### src/rtl/usb_attach_negotiator.sv
module usb_attach_negotiator #(
  parameter int RESET_US    = 3,
  parameter int HS_RESET_US = 3100,
  parameter int CHIRP_US    = 2000,
  parameter int HWAIT_US    = 1000,
  parameter int SEG_US      = 3,
  parameter int PAIRS       = 3
) (
  input  logic       clk,
  input  logic       rst_n,
  input  logic       cfg_done,
  input  logic       vbus_ok,
  input  logic       tick_us,
  input  logic [1:0] line_state,
  output logic       pullup_en,
  output logic       chirp_k_drive,
  output logic       hs_mode
);
  localparam logic [1:0] LS_SE0 = 2'b00;
  localparam logic [1:0] LS_J   = 2'b01;
  localparam logic [1:0] LS_K   = 2'b10;
  localparam int M1   = (HS_RESET_US > CHIRP_US) ? HS_RESET_US : CHIRP_US;
  localparam int M2   = (M1 > HWAIT_US) ? M1 : HWAIT_US;
  localparam int M3   = (M2 > RESET_US) ? M2 : RESET_US;
  localparam int MAXV = (M3 > SEG_US) ? M3 : SEG_US;
  localparam int TW   = $clog2(MAXV + 2);
  localparam int NSEG = 2 * PAIRS;
  localparam int SW   = $clog2(NSEG + 1);

  typedef enum logic [2:0] {
    S_DETACH, S_ATTACH, S_CHIRP, S_HWAIT, S_RSTEND, S_FS, S_HS
  } st_t;

  st_t           st;
  logic          cfg_seen;
  logic [1:0]    line_q;
  logic [TW-1:0] run_cnt;
  logic [TW-1:0] tmr;
  logic [SW-1:0] seg_cnt;
  logic          seg_ok;
  logic          expect_k;

  wire line_chg = line_state != line_q;
  wire se0_q    = line_q == LS_SE0;
  wire reset_fs = se0_q && (run_cnt >= TW'(RESET_US));
  wire reset_hs = se0_q && (run_cnt >= TW'(HS_RESET_US));
  wire [1:0] seg_want = expect_k ? LS_K : LS_J;
  wire [1:0] seg_next = expect_k ? LS_J : LS_K;

  assign pullup_en     = (st == S_ATTACH) || (st == S_CHIRP) || (st == S_HWAIT) ||
                         (st == S_RSTEND) || (st == S_FS);
  assign chirp_k_drive = st == S_CHIRP;
  assign hs_mode       = st == S_HS;

  always_ff @(posedge clk) begin
    if (!rst_n) begin
      st       <= S_DETACH;
      cfg_seen <= 1'b0;
      line_q   <= LS_SE0;
      run_cnt  <= '0;
      tmr      <= '0;
      seg_cnt  <= '0;
      seg_ok   <= 1'b0;
      expect_k <= 1'b1;
    end else begin
      if (cfg_done) cfg_seen <= 1'b1;
      line_q <= line_state;
      if (line_chg) run_cnt <= '0;
      else if (tick_us && !(&run_cnt)) run_cnt <= run_cnt + 1'b1;
      if (tick_us && !(&tmr)) tmr <= tmr + 1'b1;

      if (!vbus_ok) begin
        st <= S_DETACH;
      end else begin
        case (st)
          S_DETACH: if (cfg_seen) st <= S_ATTACH;
          S_ATTACH, S_FS: if (reset_fs) begin
            st  <= S_CHIRP;
            tmr <= '0;
          end
          S_HS: if (reset_hs) begin
            st  <= S_CHIRP;
            tmr <= '0;
          end
          S_CHIRP: if (tmr >= TW'(CHIRP_US)) begin
            st       <= S_HWAIT;
            tmr      <= '0;
            run_cnt  <= '0;
            seg_cnt  <= '0;
            seg_ok   <= 1'b0;
            expect_k <= 1'b1;
          end
          S_HWAIT: begin
            if (seg_cnt == SW'(NSEG)) st <= S_HS;
            else if (tmr >= TW'(HWAIT_US)) st <= S_RSTEND;
            else if (line_chg) begin
              if (seg_ok && line_state == seg_next) begin
                expect_k <= !expect_k;
                seg_ok   <= 1'b0;
              end else begin
                seg_cnt  <= '0;
                seg_ok   <= 1'b0;
                expect_k <= 1'b1;
              end
            end else if (!seg_ok && line_q == seg_want && run_cnt >= TW'(SEG_US)) begin
              seg_ok  <= 1'b1;
              seg_cnt <= seg_cnt + 1'b1;
            end
          end
          S_RSTEND: if (!se0_q) st <= S_FS;
          default: st <= S_DETACH;
        endcase
      end
    end
  end

  a_r1_no_pullup_before_cfg: assert property (@(posedge clk) disable iff (!rst_n)
    !cfg_seen |-> !pullup_en);

  a_r3_vbus_loss_releases: assert property (@(posedge clk) disable iff (!rst_n)
    !vbus_ok |=> (!pullup_en && !chirp_k_drive && !hs_mode));

  a_r2_attach_needs_vbus: assert property (@(posedge clk) disable iff (!rst_n)
    $rose(pullup_en) |-> $past(vbus_ok));

  a_r5_chirp_on_se0: assert property (@(posedge clk) disable iff (!rst_n)
    $rose(chirp_k_drive) |-> $past(line_q == LS_SE0));

  a_r6_hs_only_after_wait: assert property (@(posedge clk) disable iff (!rst_n)
    $rose(hs_mode) |-> $past(st == S_HWAIT));

  a_r9_no_chirp_from_rstend: assert property (@(posedge clk) disable iff (!rst_n)
    $rose(chirp_k_drive) |-> $past(st != S_RSTEND));
endmodule

### config.mk
export PLATFORM = sky130hd
export DESIGN_NAME = usb_attach_negotiator
export DESIGN_NICKNAME = d
export VERILOG_FILES = /design/src/rtl/usb_attach_negotiator.sv
export SDC_FILE = /design/constraint.sdc
export NUM_CORES = 1
export LEC_CHECK = 0
export ABC_AREA = 1
export BUFFER_PORTS_ARGS = -buffer_cell sky130_fd_sc_hd__buf_4
export CAP_MARGIN = 20
export CORE_UTILIZATION = 61
export CTS_CLUSTER_DIAMETER = 200
export DETAILED_ROUTE_END_ITERATION = 7
export PLACE_DENSITY = 0.81
export SYNTH_ARGS = -nofsm -noshare
export SYNTH_HDL_FRONTEND = slang
export SYNTH_SLANG_ARGS = --single-unit
### constraint.sdc
create_clock -name clk -period 1.9 [get_ports clk]
set_input_delay 0.285 -clock clk [delete_from_list [all_inputs] [get_ports clk]]
set_output_delay 0.285 -clock clk [all_outputs]
set_load 0.05 [all_outputs]
# Yosys cells after proc, flatten, opt, wreduce, memory -nomap -nowiden
# Cells that the tools add are included.
[op_classes]
add_sub_neg = 3
n_lt_le_gt_ge = 4
n_eq_ne = 21
mux = 40
n_reduce_logical = 26
[op_table]
columns = ["op", "count"]
rows = [
  ["12-bit two-way mux", 10],
  ["3-bit two-way mux", 13],
  ["12-bit case mux with 3 select lines", 1],
  ["12-bit by 1-bit adder with 12-bit output (second input constant)", 2],
  ["12-bit AND reduction", 2],
  ["3-bit case mux with 6 select lines", 1],
  ["6-bit AND reduction", 3],
  ["3-bit == test (second input constant)", 4],
  ["12-bit by 10-bit >= comparator with 1-bit output (second input constant)", 1],
  ["12-bit by 11-bit >= comparator with 1-bit output (second input constant)", 1],
  ["12-bit >= comparator (second input constant)", 1],
  ["12-bit by 2-bit >= comparator with 1-bit output (second input constant)", 1],
  ["2-bit inequality test (second input constant)", 6],
  ["1-bit two-way mux", 10],
  ["1-bit logical AND", 7],
  ["7-bit AND reduction", 1],
  ["3-bit by 2-bit == test with 1-bit output (second input constant)", 2],
  ["3-bit case mux with 2 select lines", 1],
  ["2-bit == test", 2],
  ["1-bit zero test", 4],
  ["1-bit logical OR", 4],
  ["2-bit two-way mux", 2],
  ["2-bit by 1-bit inequality test with 1-bit output (second input constant)", 2],
  ["1-bit case mux with 2 select lines", 2],
  ["11 further kinds", 11],
]
[word_totals]
register_bits = 35
in_bits = 7
out_inout_bits = 3
wordCells = 102

# Logic depth before layout (Yosys ltp)
# Gate-level depths: netlist (run 1).
[depth]
word_depth = 9
depth_mapped = 12
ltp_nobuf = 12

# Least setup slack after synthesis (run 1)
# No wires, ideal clock.
[synth_timing]
kind = "register to output"
start = "register st[2]"
end = "output port pullup_en"
arrival_time_ps = 1674
path_slack_ps = -59
path_stages_with_launch = 3
n_path_buf = 0
cell_sequence = "dfxtp_1 > inv_1 > a21boi_0"
[synth_between]
elab_chain_cells = 5
[synth_lines]
columns = ["item", "line", "source"]
rows = [
  ["from (decl)", "34", "st_t st;"],
  ["from (signal assigned)", "57", "st <= S_DETACH;"],
  ["from (signal assigned)", "73", "st <= S_DETACH;"],
  ["from (signal assigned)", "76", "S_DETACH: if (cfg_seen) st <= S_ATTACH;"],
  ["3-bit by 1-bit == test with 1-bit output / 3-bit by 2-bit == test with 1-bit output (equally long branches)", "50", "assign pullup_en = (st == S_ATTACH) || (st == S_CHIRP) || (st == S_HWAIT) ||"],
  ["1-bit logical OR (3 in series)", "50", ""],
  ["1-bit logical OR *", "51", "(st == S_RSTEND) || (st == S_FS);"],
  ["to (decl)", "15", "output logic pullup_en,"],
]
# Mark *: on every way between the ends. The rest lies on a longest branch, timed or not.

# Worst setup path after layout (run 1)
[layout_timing]
start = "register run_cnt[0]"
end = "register run_cnt[7]"
[layout_between]
elab_chain_cells = 8
[layout_lines]
columns = ["item", "line", "source"]
rows = [
  ["from (decl)", "37", "logic [TW-1:0] run_cnt;"],
  ["from (signal assigned)", "69", "else if (tick_us && !(&run_cnt)) run_cnt <= run_cnt + 1'b1;"],
  ["branches (longest 3 deep; another with 12-bit by 1-bit adder with 12-bit output)", "n/a", ""],
  ["12-bit two-way mux *", "69", ""],
  ["12-bit two-way mux *", "68", "if (line_chg) run_cnt <= '0;"],
  ["12-bit two-way mux", "85", "S_CHIRP: if (tmr >= TW'(CHIRP_US)) begin"],
  ["12-bit two-way mux", "75", "case (st)"],
  ["12-bit two-way mux *", "72", "if (!vbus_ok) begin"],
]
# Mark *: on every way between the ends.
# A chain may end at the register's enable or synchronous reset.

==> flow_metrics.env, run 1 <==
export IMPL_status="finished, final reports clean"
export IMPL_critPathCaptureType="flip-flop"
export IMPL_port_buffers=9
export IMPL_worstPathArrival_ps=1960
export IMPL_wl_um=4410
export IMPL_p_leak_nw=1.03
export IMPL_grt_pass1_wl_um=7120
export IMPL_grt_pass1_vias=1755
export IMPL_placed_area_mm2=0.00235
export IMPL_core_mm2=0.00339
export IMPL_drive_gt1_share_pct=17.5
export IMPL_cts_sinks=35
export IMPL_rsz0062_at_grt="false"
export IMPL_grt_overflow=0
export IMPL_finClkSkew_ps=7.41
export IMPL_cp_startpoint="run_cnt[0]$_SDFF_PN0_"
export IMPL_cts_tree="done"
export IMPL_die_area_mm2=0.00383
export IMPL_synth_nets=345
export IMPL_final_cell_mix="nand2_1, nor2_1, inv_1"
export IMPL_critPathLaunchType="flip-flop"
export IMPL_worstReg2RegStart="run_cnt[0]$_SDFF_PN0_"
export IMPL_period_minus_slack_ps=1700
export IMPL_yosysSeqAreaShare_pct=32.1
export IMPL_rows=21
export IMPL_synth_area_top_cells="dfxtp_1, nand2_1, nor2_1, inv_1, xor2_1"
export IMPL_start_util_pct=64.5
export IMPL_grtUsageTotal_pct=25.5
export IMPL_slew_violations=0
export IMPL_slew_headroom_pct=67.6
export IMPL_ant_nets=0
export IMPL_maxCapViolations=0
export IMPL_cpMaxStageDelayCell="dfxtp_1"
export IMPL_wl_per_cell_um=11.0
export IMPL_synth_distinct_cells=33
export IMPL_setup_ws_ps=200
export IMPL_antenna_found_initial=0
export IMPL_ir_drop_mv=0.528
export IMPL_htreeDepth=2
export IMPL_criticalPathCategory="flip-flop to flip-flop"
export IMPL_cts_buffer_depth=2
export IMPL_dr_pass1_iters=4
export IMPL_final_nets=367
export IMPL_hold_class="input pin to flip-flop"
export IMPL_postSynthAreaPerCell_um2=6.58
export IMPL_ctsHoldBuffers=0
export IMPL_pre_cts_ws_ps=71.6
export IMPL_gp_congestion=0.864
export IMPL_die_x_um=61.9
export IMPL_ios=10
export IMPL_netlist_area_mm2=0.00219
export IMPL_clk_pin_slew_ps=110
export IMPL_slowest_delay_ps=330
export IMPL_worst_slew_pin_slew_ps=485
export IMPL_r2r_slack_ps=200
export IMPL_hold_viol_final=0
export IMPL_viasPerCell=5.05
export IMPL_clk_latency_ps=350
export IMPL_root_buffer="clkbuf_4"
export IMPL_antenna_cells=0
export IMPL_area_growth_pct=11.0
export IMPL_vias=2025
export IMPL_dp_hpwl_um=3440
export IMPL_final_common_cell="nand2_1"
export IMPL_netlist_area_leader_share_pct=32.1
export IMPL_yosysWarnings=0
export IMPL_setup_tns_ps=0
export IMPL_post_route_period_util_pct=89.5
export IMPL_ys_ff_latch=35
export IMPL_holdCritStartpoint="line_state[0]"
export IMPL_power_density_mw_per_mm2=660
export IMPL_critPathRequiredTime_ps=2160
export IMPL_crit_chain="ha_1 > buf_4 > nand2_1 > nor2_1 > nand3_1 > nand2_2 > nor2_1 > nand2_1 > o21ai_0 > a21oi_1"
export IMPL_drt_initial_drc_count=135
export IMPL_fmax_ghz=0.588
export IMPL_grt_max_degree=14
export IMPL_cp_max_fo=7
export IMPL_setup_viol=0
export IMPL_postSynthCellCount=332
export IMPL_cts_inserted_buffers=5
export IMPL_drc=0
export IMPL_synth_area_leader_cell="dfxtp_1"
export IMPL_die_h_um=61.9
export IMPL_stdcell_area_mm2=0.00243
## cells in the mapped netlist
cell       n
a21oi_1   11
o21ai_2    1
inv_1     37
nor2_4     1
nor3_2     1
nor4_1     1
ha_1       6
inv_4      1
nor3b_1    1
nand2_2   10
xor2_1    11
nor3_4     1
clkbuf_2   1
o211ai_1   1
nand2_1   88
xnor2_1    4
nand3b_1   2
dfxtp_1   35
nor2_2    14
o21ai_0    7
nor3_1    10
nand3_1   13
o21a_1     2
a31oi_1    1
nand2_4    1
nand4_1    6
o21ai_1    6
a21boi_0   1
nand3_2    2
o21bai_1   2
nor2_1    47
buf_6      2
inv_2      5
## logic make-up after synthesis
family	Yosys count	synth area share, %
compound gates	32	8.24
xor+xnor	15	6.01
fa+ha+maj	6	3.43
buf+inv	46	8.76
flops	35	32.1
simple gates	198	41.5
## flip-flops by register name, summed over array words and instances (netlist names)
signal    count
cfg_seen      1
expect_k      1
line_q        2
run_cnt      12
seg_cnt       3
seg_ok        1
st            3
tmr          12
## cell type report
type	count	area, µm²
flip-flops and latches	35	701
inverters	43	164
clock buffers	8	68.8
well taps	46	57.6
repair buffers	18	135
fillers	294	962
multi-input cells	251	1300
## critical path, delay by kind of cell, from the launching register on
kind | cells | cell delay (ps)
flip-flops | 1 | 330
AO/OA/AOI/OAI | 2 | 220
buffers and inverters | 1 | 150
AND/OR/NAND/NOR | 6 | 680
adder cells (fa/ha/maj) | 1 | 210
## layer usage
layer	routed length (µm)	vias to the layer above	track usage (%)
met3	125	9	4.55
met5	0	-	0
li1	-	1091	-
met1	2070	892	30.0
met4	102	0	12.1
met2	2110	33	44.7
## repair_timing
item / CTS / global route
buffers inserted: 0 / 0
gates resized for setup: 0 / 1
endpoints found under the setup margin: 0 / 12
## final timing paths
| check | to | depth (start not counted) |
|---|---|---|
| max reg2reg | run_cnt[7]$_SDFF_PN0_ | 10 |
| min | line_q[0]$_SDFF_PN0_ | 3 |
| max | run_cnt[7]$_SDFF_PN0_ | 10 |
| min reg2reg | run_cnt[10]$_SDFF_PN0_ | 2 |
## through the flow
| step | hold slack (ps) | std cells | util (%) | power, W |
|---|---|---|---|---|
| 3_3_place_gp | 477 | 393 | 69.4 | 0.00113 |
| 4_1_cts | 129 | 401 | 71.4 | 0.00161 |
| 5_1_grt | 154 | 401 | 71.6 | 0.00167 |
| 3_5_place_dp | 485 | 393 | 69.4 | 0.00114 |
| 6_report | 135 | 401 | 71.6 | 0.00160 |
| 2_1_floorplan | 378 | 332 | - | 0.00106 |
## where the power goes
group	switching (W)	total (W)	internal (W)
logic	0.000210	0.000325	0.000115
registers	0.0000351	0.000801	0.000766
clock network	0.000257	0.000475	0.000218
total	0.000503	0.00160	0.00110
Note: power is estimated with default switching activity, not from simulation.
==> inputs of run 2 (changes only) <==
- ABC_AREA: 1 -> unset
- CORE_UTILIZATION: 61 -> 60
- PLACE_DENSITY: 0.81 -> 0.8
==> flow_metrics.env, run 2 <==
export IMPL_power_density_mw_per_mm2=513
export IMPL_finClkSkew_ps=13.1
export IMPL_switchingPower_w=0.000302
export IMPL_final_cell_mix="buf_4, nor2_1, dfxtp_1"
export IMPL_core_mm2=0.00305
export IMPL_die_h_um=58.8
export IMPL_cts_buffer_depth=2
export IMPL_synth_area_top_cells="dfxtp_1, nor2_1, xnor2_1, ha_1, nand2_1"
export IMPL_drc=0
export IMPL_p_leak_nw=0.943
export IMPL_die_x_um=58.8
export IMPL_yosysSeqAreaShare_pct=36.2
export IMPL_hold_class="input pin to flip-flop"
export IMPL_dp_hpwl_um=3240
export IMPL_postSynthCellCount=233
export IMPL_synth_distinct_cells=49
export IMPL_grt_pass1_vias=1764
export IMPL_grt_max_degree=14
export IMPL_worst_slew_pin_slew_ps=673
export IMPL_p_sw_share_pct=23.9
export IMPL_utilization_pct=80.7
export IMPL_status="finished, final reports clean"
export IMPL_dr_pass1_iters=4
export IMPL_antenna_found_initial=0
export IMPL_period_minus_slack_ps=1850
export IMPL_worstPathArrival_ps=2050
export IMPL_netlist_area_leader_share_pct=36.2
export IMPL_final_nets=293
export IMPL_power_internal_w=0.000960
export IMPL_slew_violations=0
export IMPL_criticalPathCategory="flip-flop to flip-flop"
export IMPL_clk_pin_slew_ps=110
export IMPL_die_area_mm2=0.00345
export IMPL_ys_ff_latch=35
export IMPL_cts_tree="done"
export IMPL_viasPerCell=5.82
export IMPL_ios=10
export IMPL_start_util_pct=63.3
export IMPL_critPathCaptureType="flip-flop"
export IMPL_port_buffers=9
export IMPL_synth_common_cells="dfxtp_1, nor2_1, nand2_1"
export IMPL_synth_async_reset_ratio_pct=0
export IMPL_cts_sinks=35
export IMPL_rsz0062_at_grt="true"
export IMPL_pre_cts_ws_ps=-149
export IMPL_cp_max_fo=12
export IMPL_netlist_area_mm2=0.00193
export IMPL_htreeDepth=2
export IMPL_root_buffer="clkbuf_4"
export IMPL_critPathLaunchType="flip-flop"
export IMPL_area_growth_pct=27.4
export IMPL_drive_gt1_share_pct=26.4
export IMPL_maxCapViolations=0
export IMPL_cts_inserted_buffers=5
export IMPL_synth_edf_count=0
export IMPL_ctsHoldBuffers=0
export IMPL_gp_congestion=0.818
export IMPL_grtUsageTotal_pct=28.0
export IMPL_wl_um=4650
export IMPL_clock_power_share_pct=32.2
export IMPL_rows=20
export IMPL_drt_initial_drc_count=180
export IMPL_slew_headroom_pct=55.0
export IMPL_ir_drop_mv=0.477
export IMPL_combPwrFrac_pct=8.5
export IMPL_critPathRequiredTime_ps=2100
export IMPL_setup_ws_ps=52.2
export IMPL_reg_largest_list="run_cnt (12), tmr (12)"
export IMPL_clk_latency_ps=340
export IMPL_grt_pass1_wl_um=7330
export IMPL_synth_top_flop_cell="dfxtp_1"
export IMPL_postSynthAreaPerCell_um2=8.30
export IMPL_antenna_cells=0
export IMPL_hold_viol_final=0
export IMPL_ant_nets=0
export IMPL_setup_viol=0
export IMPL_final_common_cell="buf_4"
export IMPL_grt_overflow=0
export IMPL_p_seq_share_pct=59.3
export IMPL_post_route_period_util_pct=97.3
export IMPL_vias=1887
export IMPL_fmax_ghz=0.541
export IMPL_synth_nets=246
export IMPL_wl_per_cell_um=14.3
export IMPL_yosysWarnings=0
export IMPL_synth_area_leader_cell="dfxtp_1"
==> run 2: worst paths after layout <==
path | cells past startpoint | startpoint | slack (ps) | to
worst max-delay path | 4 | st[1]$_SDFFE_PN0P_ | 50 | tmr[2]$_SDFF_PN0_
worst min-delay path | 2 | cfg_done | 140 | cfg_seen$_SDFFE_PN0P_
worst max register to register | 4 | st[1]$_SDFFE_PN0P_ | 50 | tmr[2]$_SDFF_PN0_
worst min register to register | 2 | seg_cnt[1]$_SDFFE_PN0P_ | 490 | seg_cnt[1]$_SDFFE_PN0P_
==> run 2: logic make-up after synthesis <==
logic type,synth area share [%]
and+or+nand+nor,29.8
AOI/OAI and AO/OA,15.7
DFF,36.2
xor gates and xnor gates,9.51
buffers and inverters,3.82
adders and majority gates,3.88
muxes,1.04
==> run 2: final cells by class <==
| class | count | area [µm²] |
|---|---|---|
| Fill cell | 228 | 591 |
| Multi-Input combinational cell | 180 | 1250 |
| Sequential cell | 35 | 704 |
| Inverter | 11 | 41.3 |
| Clock inverter | 1 | 5.00 |
| Tap cell | 44 | 55.1 |
| Clock buffer | 6 | 51.3 |
| Timing Repair Buffer | 47 | 353 |
==> run 2: power groups by stage <==
stage / registers (W) / logic, W / clock network, W
after detailed placement: 0.000765 / 0.0000998 / 0
final: 0.000749 / 0.000107 / 0.000406
after CTS: 0.000748 / 0.000103 / 0.000416
after global placement: 0.000765 / 0.0000975 / 0
after floorplan: 0.000766 / 0.0000562 / 0
after global routing: 0.000751 / 0.000116 / 0.000447
==> run 2: layer usage <==
layer | global-route usage, % | up-vias | part of all wire, %
met2 | 47.1 | 76 | 47
li1 | - | 936 | -
met1 | 33.5 | 863 | 44
met3 | 6.37 | 12 | 6.0
met4 | 13.6 | 0 | 2.4
met5 | 0 | - | 0
==> run 2: critical path, stage by stage (launching register included) <==
cell     delay, ps
dfxtp_1        410
nor2b_2        230
o21ai_0        210
o41ai_4        740
nor2_1         110
==> run 2: timing repair <==
item                                    CTS  global route
resized for setup                         4            15
pin swaps                                 0             9
hold endpoints to repair                  0             0
setup buffers                             0             0
endpoints found under the setup margin   13            17
==> run 2: metrics by stage <==
| step | setup TNS [ps] | cell area [µm²] | std cells | power [W] | hold slack, ps |
|---|---|---|---|---|---|
| 4_1_cts | 0 | 2400 | 324 | 0.00127 | 127 |
| 3_5_place_dp | -1670 | 2320 | 317 | 0.000865 | 460 |
| 6_report | 0 | 2460 | 324 | 0.00126 | 144 |
| 2_1_floorplan | 0 | 1940 | 233 | 0.000822 | 395 |
| 3_3_place_gp | -912 | 2320 | 317 | 0.000863 | 465 |
| 5_1_grt | -216 | 2460 | 324 | 0.00131 | 128 |
